### src/rtl/sdram_col_pkg.sv
package sdram_col_pkg;
  typedef enum logic [2:0] {
    BL_ONE  = 3'b000,
    BL_TWO  = 3'b001,
    BL_FOUR = 3'b010,
    BL_EIGHT= 3'b011,
    BL_PAGE = 3'b111
  } bl_code_e;

  localparam int unsigned MAX_FIXED_LOG2 = 3;
endpackage

### src/rtl/sdram_col_cfg.sv
// Decodes the length code into a low-bit mask and mode flags.
module sdram_col_cfg #(
  parameter int unsigned COL_W = 8
) (
  input  logic [2:0]       bl_code_i,
  input  logic             interleave_i,
  output logic [COL_W-1:0] mask_o,
  output logic             full_o,
  output logic             ilv_o
);
  import sdram_col_pkg::*;

  logic [2:0] len_log2;

  always_comb begin
    full_o   = 1'b0;
    len_log2 = 3'd0;
    case (bl_code_i)
      BL_ONE:   len_log2 = 3'd0;
      BL_TWO:   len_log2 = 3'd1;
      BL_FOUR:  len_log2 = 3'd2;
      BL_EIGHT: len_log2 = 3'd3;
      BL_PAGE:  full_o   = 1'b1;
      default:  len_log2 = 3'd0;  // reserved codes act as single beat
    endcase
  end

  for (genvar i = 0; i < COL_W; i++) begin : g_mask
    if (i < MAX_FIXED_LOG2) begin : g_low
      assign mask_o[i] = full_o | (len_log2 > 3'(i));
    end else begin : g_high
      assign mask_o[i] = full_o;
    end
  end

  // full page is sequential only
  assign ilv_o = interleave_i & ~full_o;
endmodule

### src/rtl/sdram_col_ctr.sv
// Burst state: base column, beat index, captured mode, valid.
module sdram_col_ctr #(
  parameter int unsigned COL_W = 8
) (
  input  logic             clk_i,
  input  logic             rst_ni,
  input  logic             start_i,
  input  logic             term_i,
  input  logic [COL_W-1:0] start_col_i,
  input  logic [COL_W-1:0] mask_i,
  input  logic             full_i,
  input  logic             ilv_i,
  output logic [COL_W-1:0] base_o,
  output logic [COL_W-1:0] idx_o,
  output logic [COL_W-1:0] mask_o,
  output logic             ilv_o,
  output logic             valid_o,
  output logic             last_o
);
  logic [COL_W-1:0] base_q, idx_q, mask_q;
  logic             full_q, ilv_q, valid_q;
  logic             at_end;

  assign at_end = valid_q & ~full_q & (idx_q == mask_q);

  always_ff @(posedge clk_i or negedge rst_ni) begin
    if (!rst_ni) begin
      base_q  <= '0;
      idx_q   <= '0;
      mask_q  <= '0;
      full_q  <= 1'b0;
      ilv_q   <= 1'b0;
      valid_q <= 1'b0;
    end else if (start_i) begin
      base_q  <= start_col_i;
      idx_q   <= '0;
      mask_q  <= mask_i;
      full_q  <= full_i;
      ilv_q   <= ilv_i;
      valid_q <= 1'b1;
    end else if (term_i) begin
      valid_q <= 1'b0;
    end else if (valid_q) begin
      if (at_end) valid_q <= 1'b0;
      else        idx_q   <= idx_q + COL_W'(1);
    end
  end

  assign base_o  = base_q;
  assign idx_o   = idx_q;
  assign mask_o  = mask_q;
  assign ilv_o   = ilv_q;
  assign valid_o = valid_q;
  assign last_o  = at_end;
endmodule

### src/rtl/sdram_col_gen.sv
// Column from base, beat index and mode.
module sdram_col_gen #(
  parameter int unsigned COL_W = 8
) (
  input  logic [COL_W-1:0] base_i,
  input  logic [COL_W-1:0] idx_i,
  input  logic [COL_W-1:0] mask_i,
  input  logic             ilv_i,
  output logic [COL_W-1:0] col_o
);
  logic [COL_W-1:0] seq_sum, seq_col, ilv_col;

  assign seq_sum = base_i + idx_i;
  assign seq_col = (base_i & ~mask_i) | (seq_sum & mask_i);
  assign ilv_col = base_i ^ (idx_i & mask_i);
  assign col_o   = ilv_i ? ilv_col : seq_col;
endmodule

### src/rtl/sdram_col_seq.sv
module sdram_col_seq #(
  parameter int unsigned COL_W = 8
) (
  input  logic             clk_i,
  input  logic             rst_ni,
  input  logic             start_i,
  input  logic [COL_W-1:0] start_col_i,
  input  logic [2:0]       bl_code_i,
  input  logic             interleave_i,
  input  logic             term_i,
  output logic [COL_W-1:0] col_o,
  output logic             valid_o,
  output logic             last_o
);
  logic [COL_W-1:0] dec_mask, base, idx, cur_mask;
  logic             dec_full, dec_ilv, cur_ilv;

  sdram_col_cfg #(.COL_W(COL_W)) u_cfg (
    .bl_code_i   (bl_code_i),
    .interleave_i(interleave_i),
    .mask_o      (dec_mask),
    .full_o      (dec_full),
    .ilv_o       (dec_ilv)
  );

  sdram_col_ctr #(.COL_W(COL_W)) u_ctr (
    .clk_i      (clk_i),
    .rst_ni     (rst_ni),
    .start_i    (start_i),
    .term_i     (term_i),
    .start_col_i(start_col_i),
    .mask_i     (dec_mask),
    .full_i     (dec_full),
    .ilv_i      (dec_ilv),
    .base_o     (base),
    .idx_o      (idx),
    .mask_o     (cur_mask),
    .ilv_o      (cur_ilv),
    .valid_o    (valid_o),
    .last_o     (last_o)
  );

  sdram_col_gen #(.COL_W(COL_W)) u_gen (
    .base_i(base),
    .idx_i (idx),
    .mask_i(cur_mask),
    .ilv_i (cur_ilv),
    .col_o (col_o)
  );
endmodule

### config.mk
export PLATFORM = sky130hd
export DESIGN_NAME = sdram_col_seq
export DESIGN_NICKNAME = d
export VERILOG_FILES = /design/src/rtl/sdram_col_pkg.sv /design/src/rtl/sdram_col_cfg.sv /design/src/rtl/sdram_col_ctr.sv /design/src/rtl/sdram_col_gen.sv /design/src/rtl/sdram_col_seq.sv
export SDC_FILE = /design/constraint.sdc
export NUM_CORES = 1
export LEC_CHECK = 0
export BUFFER_PORTS_ARGS = -buffer_cell sky130_fd_sc_hd__buf_2
export CORE_MARGIN = 4
export CORE_UTILIZATION = 49
export CTS_CLUSTER_DIAMETER = 50
export DETAILED_ROUTE_END_ITERATION = 8
export HOLD_SLACK_MARGIN = 0.06
export PLACE_DENSITY = 0.71
export SYNTH_ARGS = -nofsm -noshare
export SYNTH_HDL_FRONTEND = slang
export SYNTH_SLANG_ARGS = --single-unit
### constraint.sdc
create_clock -name clk_i -period 2.7 [get_ports clk_i]
set_clock_uncertainty 0.1 [all_clocks]
set_input_delay 0.54 -clock clk_i [delete_from_list [all_inputs] [get_ports clk_i]]
set_output_delay 0.54 -clock clk_i [all_outputs]
set_load 0.005 [all_outputs]
Yosys cells after proc, flatten, opt, wreduce, memory -nomap -nowiden
Index checks and enable logic that the tools add are counted.

operators by class
  multipliers = 0
  equality and inequality tests = 7
  divide/modulo/power cells = 0
  mux-type cells = 11
  shift-type cells = 0
  magnitude comparators = 3
  bitwise logic cells = 14
  reduce and logical (&&, ||, !) cells = 2
  add/subtract/negate cells = 2

operators with widths
  kind                 number
  $mux 8               5
  $and 8x8->8          3
  $add 8x1->8 const B  1
  $add 8x8->8          1
  $eq 8x8->1           1
  $not 8->8            1
  $or 8x8->8           1
  $xor 8x8->8          1
  $eq 3x2->1 const B   2
  $pmux 2 s3           1
  $mux 1               5
  $gt 2x1->1 const B   2
  $ne 2x2->1 const B   2
  $and 1x1->1          3
  $eq 3x1->1 const B   1
  $eq 3x3->1 const B   1
  $or 1x1->1           3
  $reduce_and 3->1     1
  $gt 2x2->1 const B   1
  $not 1->1            2
  $reduce_bool 2->1    1

word-level totals
  latch bits = 0
  memories kept = 0
  RAM bits = 0
  flip-flop bits (word level) = 23
  word-level logic and storage cells = 45
  ROM bits = 0

Depth between registers and ports, before layout
Gate-level depths: netlist of the first run.

  depth in word-level cells = 7
  gate-level depth with buffers = 8
  gate-level depth less buffers = 8

By module
From an unflattened synthesis of the first run, not the netlist that was laid out.

second synthesis, totals
  cells, all modules = 178
  area total of the unflattened synthesis = 1839.3 um^2

modules (own cells, without submodules)
  module         cells an instance  times used  area an instance (um^2)  seq. area each (um^2)
  sdram_col_ctr  96                 1           1243.7                   675.6
  sdram_col_gen  71                 1           513.0                    0.0
  sdram_col_cfg  11                 1           82.6                     0.0

Worst setup path after synthesis of the first run
No wires, ideal clock.

  path kind = register to output
  start = register u_ctr.idx_q[0] (netlist: u_ctr.idx_o[0])
  end = output port col_o[6]
  data arrival time = 1.729 ns
  required time = 2.060 ns
  buffers on the path = 0
  cell stages (with the launch flop) = 9
  setup slack = 0.331 ns
  cell sequence = dfrtp_1 -> ha_1 -> inv_1 -> fa_1 -> nor2b_1 -> o21a_1 -> o21ai_0 -> and4b_1 -> nor3_1

between the ends
  word-level cells in the longest chain between the ends = 4

RTL lines
  what                    line                 RTL
  start, declared         sdram_col_ctr.sv:20  logic [COL_W-1:0] base_q, idx_q, mask_q;
  start signal, assigned  sdram_col_ctr.sv:45  else idx_q <= idx_q + COL_W'(1);
  $add 8x8->8             sdram_col_gen.sv:13  assign seq_sum = base_i + idx_i;
  $and 8x8->8             sdram_col_gen.sv:14  assign seq_col = (base_i & ~mask_i) | (seq_sum & mask_i);
  $or 8x8->8              sdram_col_gen.sv:14
  $mux 8                  sdram_col_gen.sv:16  assign col_o = ilv_i ? ilv_col : seq_col;
  end, declared           sdram_col_seq.sv:11  output logic [COL_W-1:0] col_o,

No other way between the ends.

Final worst setup path of the first run
  start = register u_ctr.base_q[0] (netlist: u_ctr.base_o[0])
  end = output port col_o[4]

between the ends
  word-level cells in the longest chain between the ends = 4

RTL lines
  what                    line                 RTL
  start, declared         sdram_col_ctr.sv:20
  start signal, assigned  sdram_col_ctr.sv:35  base_q <= start_col_i;
  $add 8x8->8             sdram_col_gen.sv:13
  $and 8x8->8             sdram_col_gen.sv:14
  $or 8x8->8              sdram_col_gen.sv:14
  $mux 8                  sdram_col_gen.sv:16

No other way between the ends.

==> results.ini, run 1 <==
[clock_tree]
numCtsBuffers = 3
cts_tree = done
clock-root-buffer = clkbuf_4
clock_sinks = 22
clk_pin_slew_ns = 0.13
cts_buffer_depth = 2
clock_latency_ns = 0.32
htreeDepth = 1

[outcome]
violations = negative setup slack
status = complete, but fails checks

[routing]
vias = 1380
viasPerCell = 5.50
drt_iter0_markers = 111
drc = 0
antenna_left = 0
dr.pass1.iters = 4
wl_per_cell_um = 15.1
drt_wl_total_um = 3780

[global_routing]
overflow = 0
grt_antenna_before_repair = 0
grt_pass1_wl_um = 6470
grt_max_degree = 28
grt_pass1_vias = 1415
grt.total_usage_pct = 19.8

[worst_setup_path]
critPathSlowestCell = dfrtp_1
worstSetupEndpointType = primary output
cp_top_family = adder cells
crit_arrival_ns = 2.13
startpoint_type = flip-flop
critical_path_class = reg -> out
critPathRequiredTime_ns = 2.06
worst-path-buf-inv = 2
slowest_delay_ns = 0.40
path_max_fanout = 2
worstPathCellList = ha_2, inv_2, fa_2, nor2b_2, o21a_1, nor3_1, nand3b_1, a22oi_1, buf_2

[synth]
synth-main-ff-cell = dfrtp_1
ys_ff_latch = 22
postSynthNetCount = 207
syn_avg_cell_area_um2 = 9.11
syn-cell-area_um2 = 1590
async_flop_share_pct = 100
synth-edff-count = 0
yosysUniqueCellTypes = 34
synthCells = 174
yosysWarnings = 0
yosysSeqAreaShare_pct = 34.7

[pwr]
seq_power_share_pct = 47.2
p_int_w = 0.000551
sw_frac_of_total_pct = 32.6
switching_power_w = 0.000266
vdd_drop_max_v = 0.000310
clkPwrFrac_pct = 23.5
comb_power_share_pct = 29.3
pwr_density_cell_nw_per_um2 = 427
p_leak_nw = 0.891

[placement]
routabilityCongestion = 0.899
portBuffers = 25
hpwl_um = 2750

[floorplan]
core_um2 = 3080
floorplan.rows = 20
ios = 26
die_w_um = 64.9
die_area_um2 = 4210
die_y_um = 64.9
start_util_pct = 51.5

[sta]
worst_pin_slew_ns = 0.529
relSlewSlack_pct = 64.7
hold_viol = 0
setup_ws_ns = -0.0699
slew_viol_final = 0
min_period_ns = 2.77
finalSetupTns_ns = -0.110
fin_crit_sh_pct = 103
rsz0062_at_grt = yes
finalSetupViolCount = 2
max_freq_mhz = 361

[finish]
drive_gt1_share_pct = 30.4
fin_nets = 241
final_core_util_pct = 62.2
antenna_cells = 0
synthToLayoutAreaGrowth_pct = 20.7

[flow_run]
cap_violations = 0

[min_path]
hp-class = in -> async

-- logic make-up after synthesis --
kind of cell	count (synthesis)	share of synthesized area [%]
AOI/OAI and AO/OA	32	12.4
xor gates and xnor gates	15	8.29
adders and majority gates	17	13.9
buffers and inverters	15	3.55
DFF	22	34.7
muxes	10	6.87
and+or+nand+nor	63	20.3
-- state kept, by name, indices dropped and copies added, names as in the netlist --
register and count:
u_ctr.mask_o 3, u_ctr.base_o 8, u_ctr.ilv_o 1, u_ctr.valid_o 1
u_ctr.full_q 1, u_ctr.idx_o 8
-- placed cells by master, fill, tap and decap left out, drive strengths merged, types with 2 or more instances in the layout --
cell type,n
buf,33
dfrtp,22
nor2,17
ha,16
a21oi,14
nand2,13
xor2,13
o21ai,11
inv,10
nand3,8
mux2,7
nand3b,4
nand4,4
nor3,4
clkbuf,4
mux2i,3
nor2b,3
a22oi,2
xnor2,2
nor3b,2
and3,2
-- power groups by stage --
stage | clock network [W] | logic [W] | registers, W
6_report | 0.000192 | 0.000239 | 0.000386
5_1_grt | 0.000216 | 0.000268 | 0.000391
4_1_cts | 0.000195 | 0.000237 | 0.000384
3_5_place_dp | 0 | 0.000223 | 0.000391
3_3_place_gp | 0 | 0.000216 | 0.000388
2_1_floorplan | 0 | 0.000142 | 0.000382
-- final timing paths --
check / from / to / slack [ns] / depth (start not counted)
min in group clk_i: start_col_i[3] / u_ctr.base_o[3]$_DFFE_PN0P_ / 0.34 / 2
worst min register to register: u_ctr.base_o[6]$_DFFE_PN0P_ / u_ctr.base_o[6]$_DFFE_PN0P_ / 0.48 / 1
worst max-delay path: u_ctr.base_o[0]$_DFFE_PN0P_ / col_o[4] / -0.07 / 9
max in group asynchronous: rst_ni / u_ctr.idx_o[4]$_DFFE_PN0P_ / 2.04 / 1
worst min-delay path: rst_ni / u_ctr.base_o[6]$_DFFE_PN0P_ / 0.08 / 1
worst max register to register: u_ctr.full_q$_DFFE_PN0P_ / u_ctr.idx_o[7]$_DFFE_PN0P_ / 0.56 / 7
-- layer usage --
metal	routed length [um]	up-vias	GRT usage [%]	part of all wire [%]
met4	30	0	5.01	0.79
met3	146	4	3.29	3.9
met2	1920	26	34.4	51
met1	1690	669	25.4	45
met5	0	-	0	0
li1	-	681	-	-
-- what timing repair did --
item | in CTS | in global routing
pin swaps | 6 | 6
endpoints found under the setup margin | 2 | 7
setup buffers | 5 | 1
hold buffers | 0 | 0
endpoints found under the hold margin | 0 | 0
resized for setup | 10 | 9
-- layout make-up --
class                           count  area (um2)
Timing Repair Buffer               33         189
Inverter                           11        41.3
Clock buffer                        4        36.3
Fill cell                         287        1160
Sequential cell                    22         556
Multi-Input combinational cell    137        1040
Tap cell                           44        55.1
-- cell usage after synthesis (2+ instances only) --
master	n	share of area (%)
nand3_1	8	2.5
a22oi_1	2	0.95
a21oi_1	14	4.4
nand3b_1	4	1.9
xnor2_1	2	1.1
clkbuf_1	4	0.95
nor2_1	17	4.0
inv_1	10	2.4
nor3b_1	2	0.95
o21ai_0	11	3.5
ha_1	16	13
mux2i_1	3	1.9
and3_1	2	0.79
nand4_1	4	1.6
nand2_1	13	3.1
xor2_1	13	7.2
nor3_1	3	0.95
dfrtp_1	22	35
mux2_2	7	5.0
nor2b_1	3	1.2
-- per-stage QoR --
step                      worst slack (ns)  cell area (um2)  hold slack, ns  cells  power [W]
after detailed placement            0.0613             1790           0.444    244   0.000614
after floorplan                      0.331             1590           0.144    174   0.000524
final                              -0.0699             1910          0.0763    251   0.000817
after global routing                -0.235             1910          0.0919    251   0.000875
after CTS                          -0.0949             1890          0.0880    252   0.000817
after global placement               0.159             1790           0.438    244   0.000604
-- worst reg2reg max path, cell delays in order (launching register included) --
cell	delay, ns
dfrtp_2	0.51
ha_1	0.30
nor4_1	0.05
buf_4	0.14
a311oi_4	0.50
nand4_1	0.20
xor2_1	0.17
nor2_1	0.05
(Power assumes the default switching activity.)
==> inputs of run 2 (changes only) <==
PLACE_DENSITY = 0.7   (was 0.71)
SYNTH_HIERARCHICAL = 1   (was unset)
==> results.ini, run 2 <==
[placement]
routabilityCongestion = 0.897
dp.cells = 246
hpwl_um = 2940
pre_cts_ws_ns = 0.122
portBuffers = 25

[finish]
n_fill_cell = 294
final_common_cell = buf_2
stdcell_count = 258
synthToLayoutAreaGrowth_pct = 18.4
antenna_cells = 0
layout_common_cells = 25 x buf_2, 24 x dfrtp_1, 20 x mux2_2, 14 x buf_4, 12 x o21ai_0
multi_input_area_um2 = 1130
drive_gt1_share_pct = 41.5
fin_nets = 238
seq_area_um2 = 679

[clock_tree]
htreeDepth = 1
numCtsBuffers = 3
clk_pin_slew_ns = 0.10
cts_buffer_depth = 2
clock_latency_ns = 0.28
clock_sinks = 27
cts_tree = done
clock-root-buffer = clkbuf_8

[routing]
drc = 0
drt_wl_total_um = 4380
viasPerCell = 5.90
dr.pass1.iters = 5
drt_iter0_markers = 125
antenna_left = 0
wl_per_cell_um = 17.0
vias = 1522

[worst_setup_path]
r2r_slack_ns = 0.46
critPathSlowestCell = dfrtp_1
worstPathCellList = ha_2, inv_2, fa_2, nor2b_4, o31a_1, o31ai_2, xnor2_1, a31o_1, buf_2
worstSetupEndpointType = primary output
slowest_delay_ns = 0.40
crit_arrival_ns = 2.17
critical_path_class = reg -> out
r2r-start = u_ctr/idx_o[2]$_DFFE_PN0P_
r2r_cells = 6
r2r_end = u_ctr/idx_o[1]$_DFFE_PN0P_
path_max_fanout = 2
startpoint_type = flip-flop
critPathRequiredTime_ns = 2.06

[floorplan]
die_y_um = 69.3
start_util_pct = 53.0
floorplan.rows = 21
die_area_um2 = 4800
ios = 26
die_w_um = 69.3
core_um2 = 3470

[synth]
ys_ff_latch = 27
synthTopCellsByCount = 27 x dfrtp_1, 20 x mux2_2, 12 x o21ai_0
syn-cell-area_um2 = 1840
yosysTopAreaCell = dfrtp_1
synth-edff-count = 0
synth_top_area_share_pct = 36.7
async_flop_share_pct = 100
postSynthNetCount = 203
yosysUniqueCellTypes = 51
synthCells = 178
syn_avg_cell_area_um2 = 10.3
yosysWarnings = 6
yosysSeqAreaShare_pct = 36.7
synth.area.top_cells = dfrtp_1 37%, mux2_2 12%, ha_1 5.4%, xnor2_1 4.8%, o21ai_0 3.3%
synth-main-ff-cell = dfrtp_1
yosysMostFrequentCell = dfrtp_1

[sta]
hold_viol = 0
worst_pin_slew_ns = 0.654
min_period_ns = 2.81
setup_ws_ns = -0.108
rsz0062_at_grt = yes
finalSetupViolCount = 1
fin_crit_sh_pct = 104
relSlewSlack_pct = 56.1
slew_viol_final = 0
max_freq_mhz = 356

[pwr]
total_power_w = 0.000976
pwr_density_cell_nw_per_um2 = 448
p_int_w = 0.000676
switching_power_w = 0.000300
vdd_drop_max_v = 0.000322
clkPwrFrac_pct = 24.5
comb_power_share_pct = 26.9
sw_frac_of_total_pct = 30.8
seq_power_share_pct = 48.6
p_leak_nw = 0.962

[global_routing]
overflow = 0
grt_antenna_before_repair = 0
grt_max_degree = 29
grt_pass1_wl_um = 7150
grt.total_usage_pct = 18.1
grt_pass1_vias = 1490

[outcome]
violations = negative setup slack
status = complete, but fails checks

[min_path]
hp-class = in -> async

[flow_run]
cap_violations = 0

## run 2: changes by cell type after synthesis, sizes merged, moves of 4 or more
| cell | delta |
|---|---|
| ha | -8 |
| mux2 | +13 |
| dfrtp | +5 |
| o31ai | +4 |
| buf | +7 |
| nand2 | -9 |
| xnor2 | +8 |
| nor2 | -12 |
| xor2 | -9 |
## run 2: logic make-up after synthesis
family                     Yosys count  synth area share (%)
muxes                               21                  12.8
xor gates and xnor gates            14                  6.67
DFF                                 27                  36.7
AOI/OAI and AO/OA                   46                  17.1
adders and majority gates           10                  7.14
buffers and inverters               18                  5.51
and+or+nand+nor                     42                  14.0
## run 2: layout make-up
class / count / area share (%)
timing repair buffer: 39 / 10.6
tap: 46 / 2.64
inverter: 9 / 1.55
sequential: 27 / 31.2
clock buffer: 4 / 2.07
multi-input combinational: 133 / 52.0
## run 2: stage by stage
| stage | util, % | setup TNS [ns] | area (um2) | hold slack (ns) |
|---|---|---|---|---|
| floorplan | - | 0 | 1840 | 0.144 |
| global placement | 57.6 | 0 | 2000 | 0.391 |
| detailed placement | 57.6 | 0 | 2000 | 0.398 |
| CTS | 60.9 | -0.166 | 2110 | 0.180 |
| global route | 62.8 | -0.322 | 2180 | 0.209 |
| finish | 62.8 | -0.108 | 2180 | 0.156 |
## run 2: critical path, delay by kind of cell, from the launching register on
family,cells,cell delay (ns)
buffers and inverters,2,0.18
and+or+nand+nor,1,0.05
DFF,1,0.40
AOI/OAI and AO/OA,3,0.72
xor gates and xnor gates,1,0.11
adders and majority gates,2,0.44
## run 2: what timing repair did
item                                    4_1_cts  5_1_grt
setup buffers                                 2        6
gates resized for setup                       9        4
hold buffers                                  0        0
gates cloned                                  0        0
pin swaps                                     5        9
endpoints found under the setup margin        5        4
## run 2: metal layers
layer / vias to the layer above / track usage (%) / share of wire (%)
met4: 0 / 4.12 / 0.87
met5: - / 0 / 0
li1: 720 / - / -
met2: 39 / 30.4 / 50
met3: 4 / 3.77 / 4.0
met1: 759 / 23.9 / 45
## run 2: power groups by stage
stage	Sequential [W]	Clock [W]	Combinational (W)
after floorplan	0.000468	0	0.000168
after global placement	0.000476	0	0.000228
after detailed placement	0.000478	0	0.000235
after CTS	0.000472	0.000245	0.000249
after global routing	0.000480	0.000260	0.000290
final	0.000474	0.000239	0.000262
## run 2: how the worst max path moves through the flow
stage / slack [ns] / from / depth (start not counted) / end
6_report: -0.11 / u_ctr/idx_o[0]$_DFFE_PN0P_ / 9 / col_o[6]
5_1_grt: -0.19 / u_ctr/idx_o[0]$_DFFE_PN0P_ / 9 / col_o[6]
4_1_cts: -0.17 / u_ctr/base_o[0]$_DFFE_PN0P_ / 9 / col_o[6]
3_5_place_dp: 0.12 / u_ctr/base_o[0]$_DFFE_PN0P_ / 9 / col_o[6]
3_3_place_gp: 0.18 / u_ctr/base_o[0]$_DFFE_PN0P_ / 9 / col_o[6]
2_1_floorplan: 0.28 / u_ctr/idx_o[0]$_DFFE_PN0P_ / 8 / col_o[6]
==> inputs of run 3 (changes only) <==
CORE_UTILIZATION = 57   (was 49)
PLACE_DENSITY = 0.79   (was 0.7)
==> results.ini, run 3 (synthesis gave the netlist of run 2 again) <==
[outcome]
status = complete, but fails checks
violations = negative setup slack

[finish]
synthToLayoutAreaGrowth_pct = 19.0
final_common_cell = buf_2
n_fill_cell = 231
drive_gt1_share_pct = 43.7
seq_area_um2 = 679
fin_nets = 239
layout_common_cells = 25 x buf_2, 24 x dfrtp_1, 20 x mux2_2, 14 x buf_4, 12 x o21ai_0
antenna_cells = 0
final_core_util_pct = 71.1
multi_input_area_um2 = 1150

[pwr]
p_leak_nw = 0.961
seq_power_share_pct = 50.6
clkPwrFrac_pct = 19.3
switching_power_w = 0.000297
p_int_w = 0.000636
comb_power_share_pct = 30.1
sw_frac_of_total_pct = 31.8
vdd_drop_max_v = 0.000234
pwr_density_cell_nw_per_um2 = 427

[min_path]
hp-class = in -> async

[sta]
fin_crit_sh_pct = 106
finalSetupViolCount = 4
worst_pin_slew_ns = 0.699
max_freq_mhz = 349
relSlewSlack_pct = 53.1
hold_viol = 0
slew_viol_final = 0
rsz0062_at_grt = yes
min_period_ns = 2.86
setup_ws_ns = -0.162

[worst_setup_path]
critPathSlowestCell = dfrtp_1
slowest_delay_ns = 0.42
r2r_slack_ns = 0.50
startpoint_type = flip-flop
cp_top_family = compound AO/OA/AOI/OAI gates
r2r_end = u_ctr/idx_o[1]$_DFFE_PN0P_
critical_path_class = reg -> out
worstSetupEndpointType = primary output
worstPathCellList = ha_2, inv_2, fa_2, nor2b_4, o31a_1, o31ai_2, xnor2_1, a31o_1, buf_2
critPathRequiredTime_ns = 2.06
path_max_fanout = 2
crit_arrival_ns = 2.22
r2r_cells = 6
worst-path-buf-inv = 2
r2r-start = u_ctr/idx_o[2]$_DFFE_PN0P_

[floorplan]
floorplan.rows = 20
ios = 26
die_w_um = 64.8
die_area_um2 = 4200
core_um2 = 3080
die_y_um = 64.8
start_util_pct = 59.8

[clock_tree]
clock_latency_ns = 0.33
clock_sinks = 27
postCtsHoldBufs = 0
numCtsBuffers = 3
clk_pin_slew_ns = 0.15
clock-root-buffer = clkbuf_4
cts_buffer_depth = 2
htreeDepth = 1
cts_tree = done

[placement]
portBuffers = 25
pre_cts_ws_ns = 0.0968
hpwl_um = 2980
routabilityCongestion = 0.851

[global_routing]
grt.total_usage_pct = 22.3
grt_antenna_before_repair = 0
grt_pass1_wl_um = 7210
grt_pass1_vias = 1539
grt_max_degree = 29
overflow = 0

[routing]
drt_wl_total_um = 4350
dr.pass1.iters = 4
drt_iter0_markers = 86
vias = 1543
wl_per_cell_um = 16.9
antenna_left = 0
drc = 0
viasPerCell = 6.00

[flow_run]
cap_violations = 0

[run 3: worst register-to-register path: stages, from the launching register on]
cell     delay, ns
dfrtp_1       0.44
buf_4         0.19
xnor2_1       0.23
nand4_2       0.19
o31ai_2       0.61
mux2i_1       0.27
nor2_1        0.05
[run 3: worst max path at each step]
stage                                      startpoint        to  slack [ns]  depth (start not counted)
final                      u_ctr/idx_o[0]$_DFFE_PN0P_  col_o[6]       -0.16                          9
after global routing      u_ctr/base_o[0]$_DFFE_PN0P_  col_o[6]       -0.29                          9
after CTS                 u_ctr/base_o[0]$_DFFE_PN0P_  col_o[6]       -0.17                          9
after detailed placement  u_ctr/base_o[0]$_DFFE_PN0P_  col_o[6]         0.1                          9
after global placement     u_ctr/idx_o[4]$_DFFE_PN0P_  col_o[7]        0.18                          7
after floorplan            u_ctr/idx_o[0]$_DFFE_PN0P_  col_o[6]        0.28                          8
[run 3: stage by stage]
stage	cells	total power, W	instance area, um2	setup TNS, ns	hold slack [ns]
floorplan	178	0.000636	1840	0	0.144
finish	257	0.000934	2190	-0.251	0.0902
global route	257	0.00100	2190	-0.841	0.103
global placement	242	0.000699	1980	0	0.390
detailed placement	242	0.000712	1980	0	0.412
CTS	255	0.000919	2120	-0.395	0.101
[run 3: power groups by stage]
stage               Combinational, W  Sequential (W)  Clock [W]
global placement            0.000222        0.000477          0
finish                      0.000281        0.000473   0.000180
floorplan                   0.000168        0.000468          0
CTS                         0.000264        0.000469   0.000186
global route                0.000308        0.000477   0.000215
detailed placement          0.000233        0.000479          0
[run 3: layer usage]
metal / part of all wire [%] / GRT usage (%) / vias up
li1: - / - / 719
met1: 42 / 29.3 / 753
met2: 51 / 37.7 / 61
met3: 5.4 / 3.47 / 10
met4: 1.7 / 7.12 / 0
met5: 0 / 0 / -
[run 3: area by class of cell]
| type | instances | share of cell area [%] |
|---|---|---|
| Tap cell | 44 | 2.52 |
| Clock buffer | 4 | 1.20 |
| Multi-Input combinational cell | 133 | 52.7 |
| Timing Repair Buffer | 40 | 11.0 |
| Sequential cell | 27 | 31.0 |
| Inverter | 9 | 1.54 |
[run 3: what timing repair did]
action / CTS / global route
pin swaps: 6 / 9
endpoints found under the setup margin: 5 / 6
resized for setup: 12 / 6
buffers inserted: 9 / 2
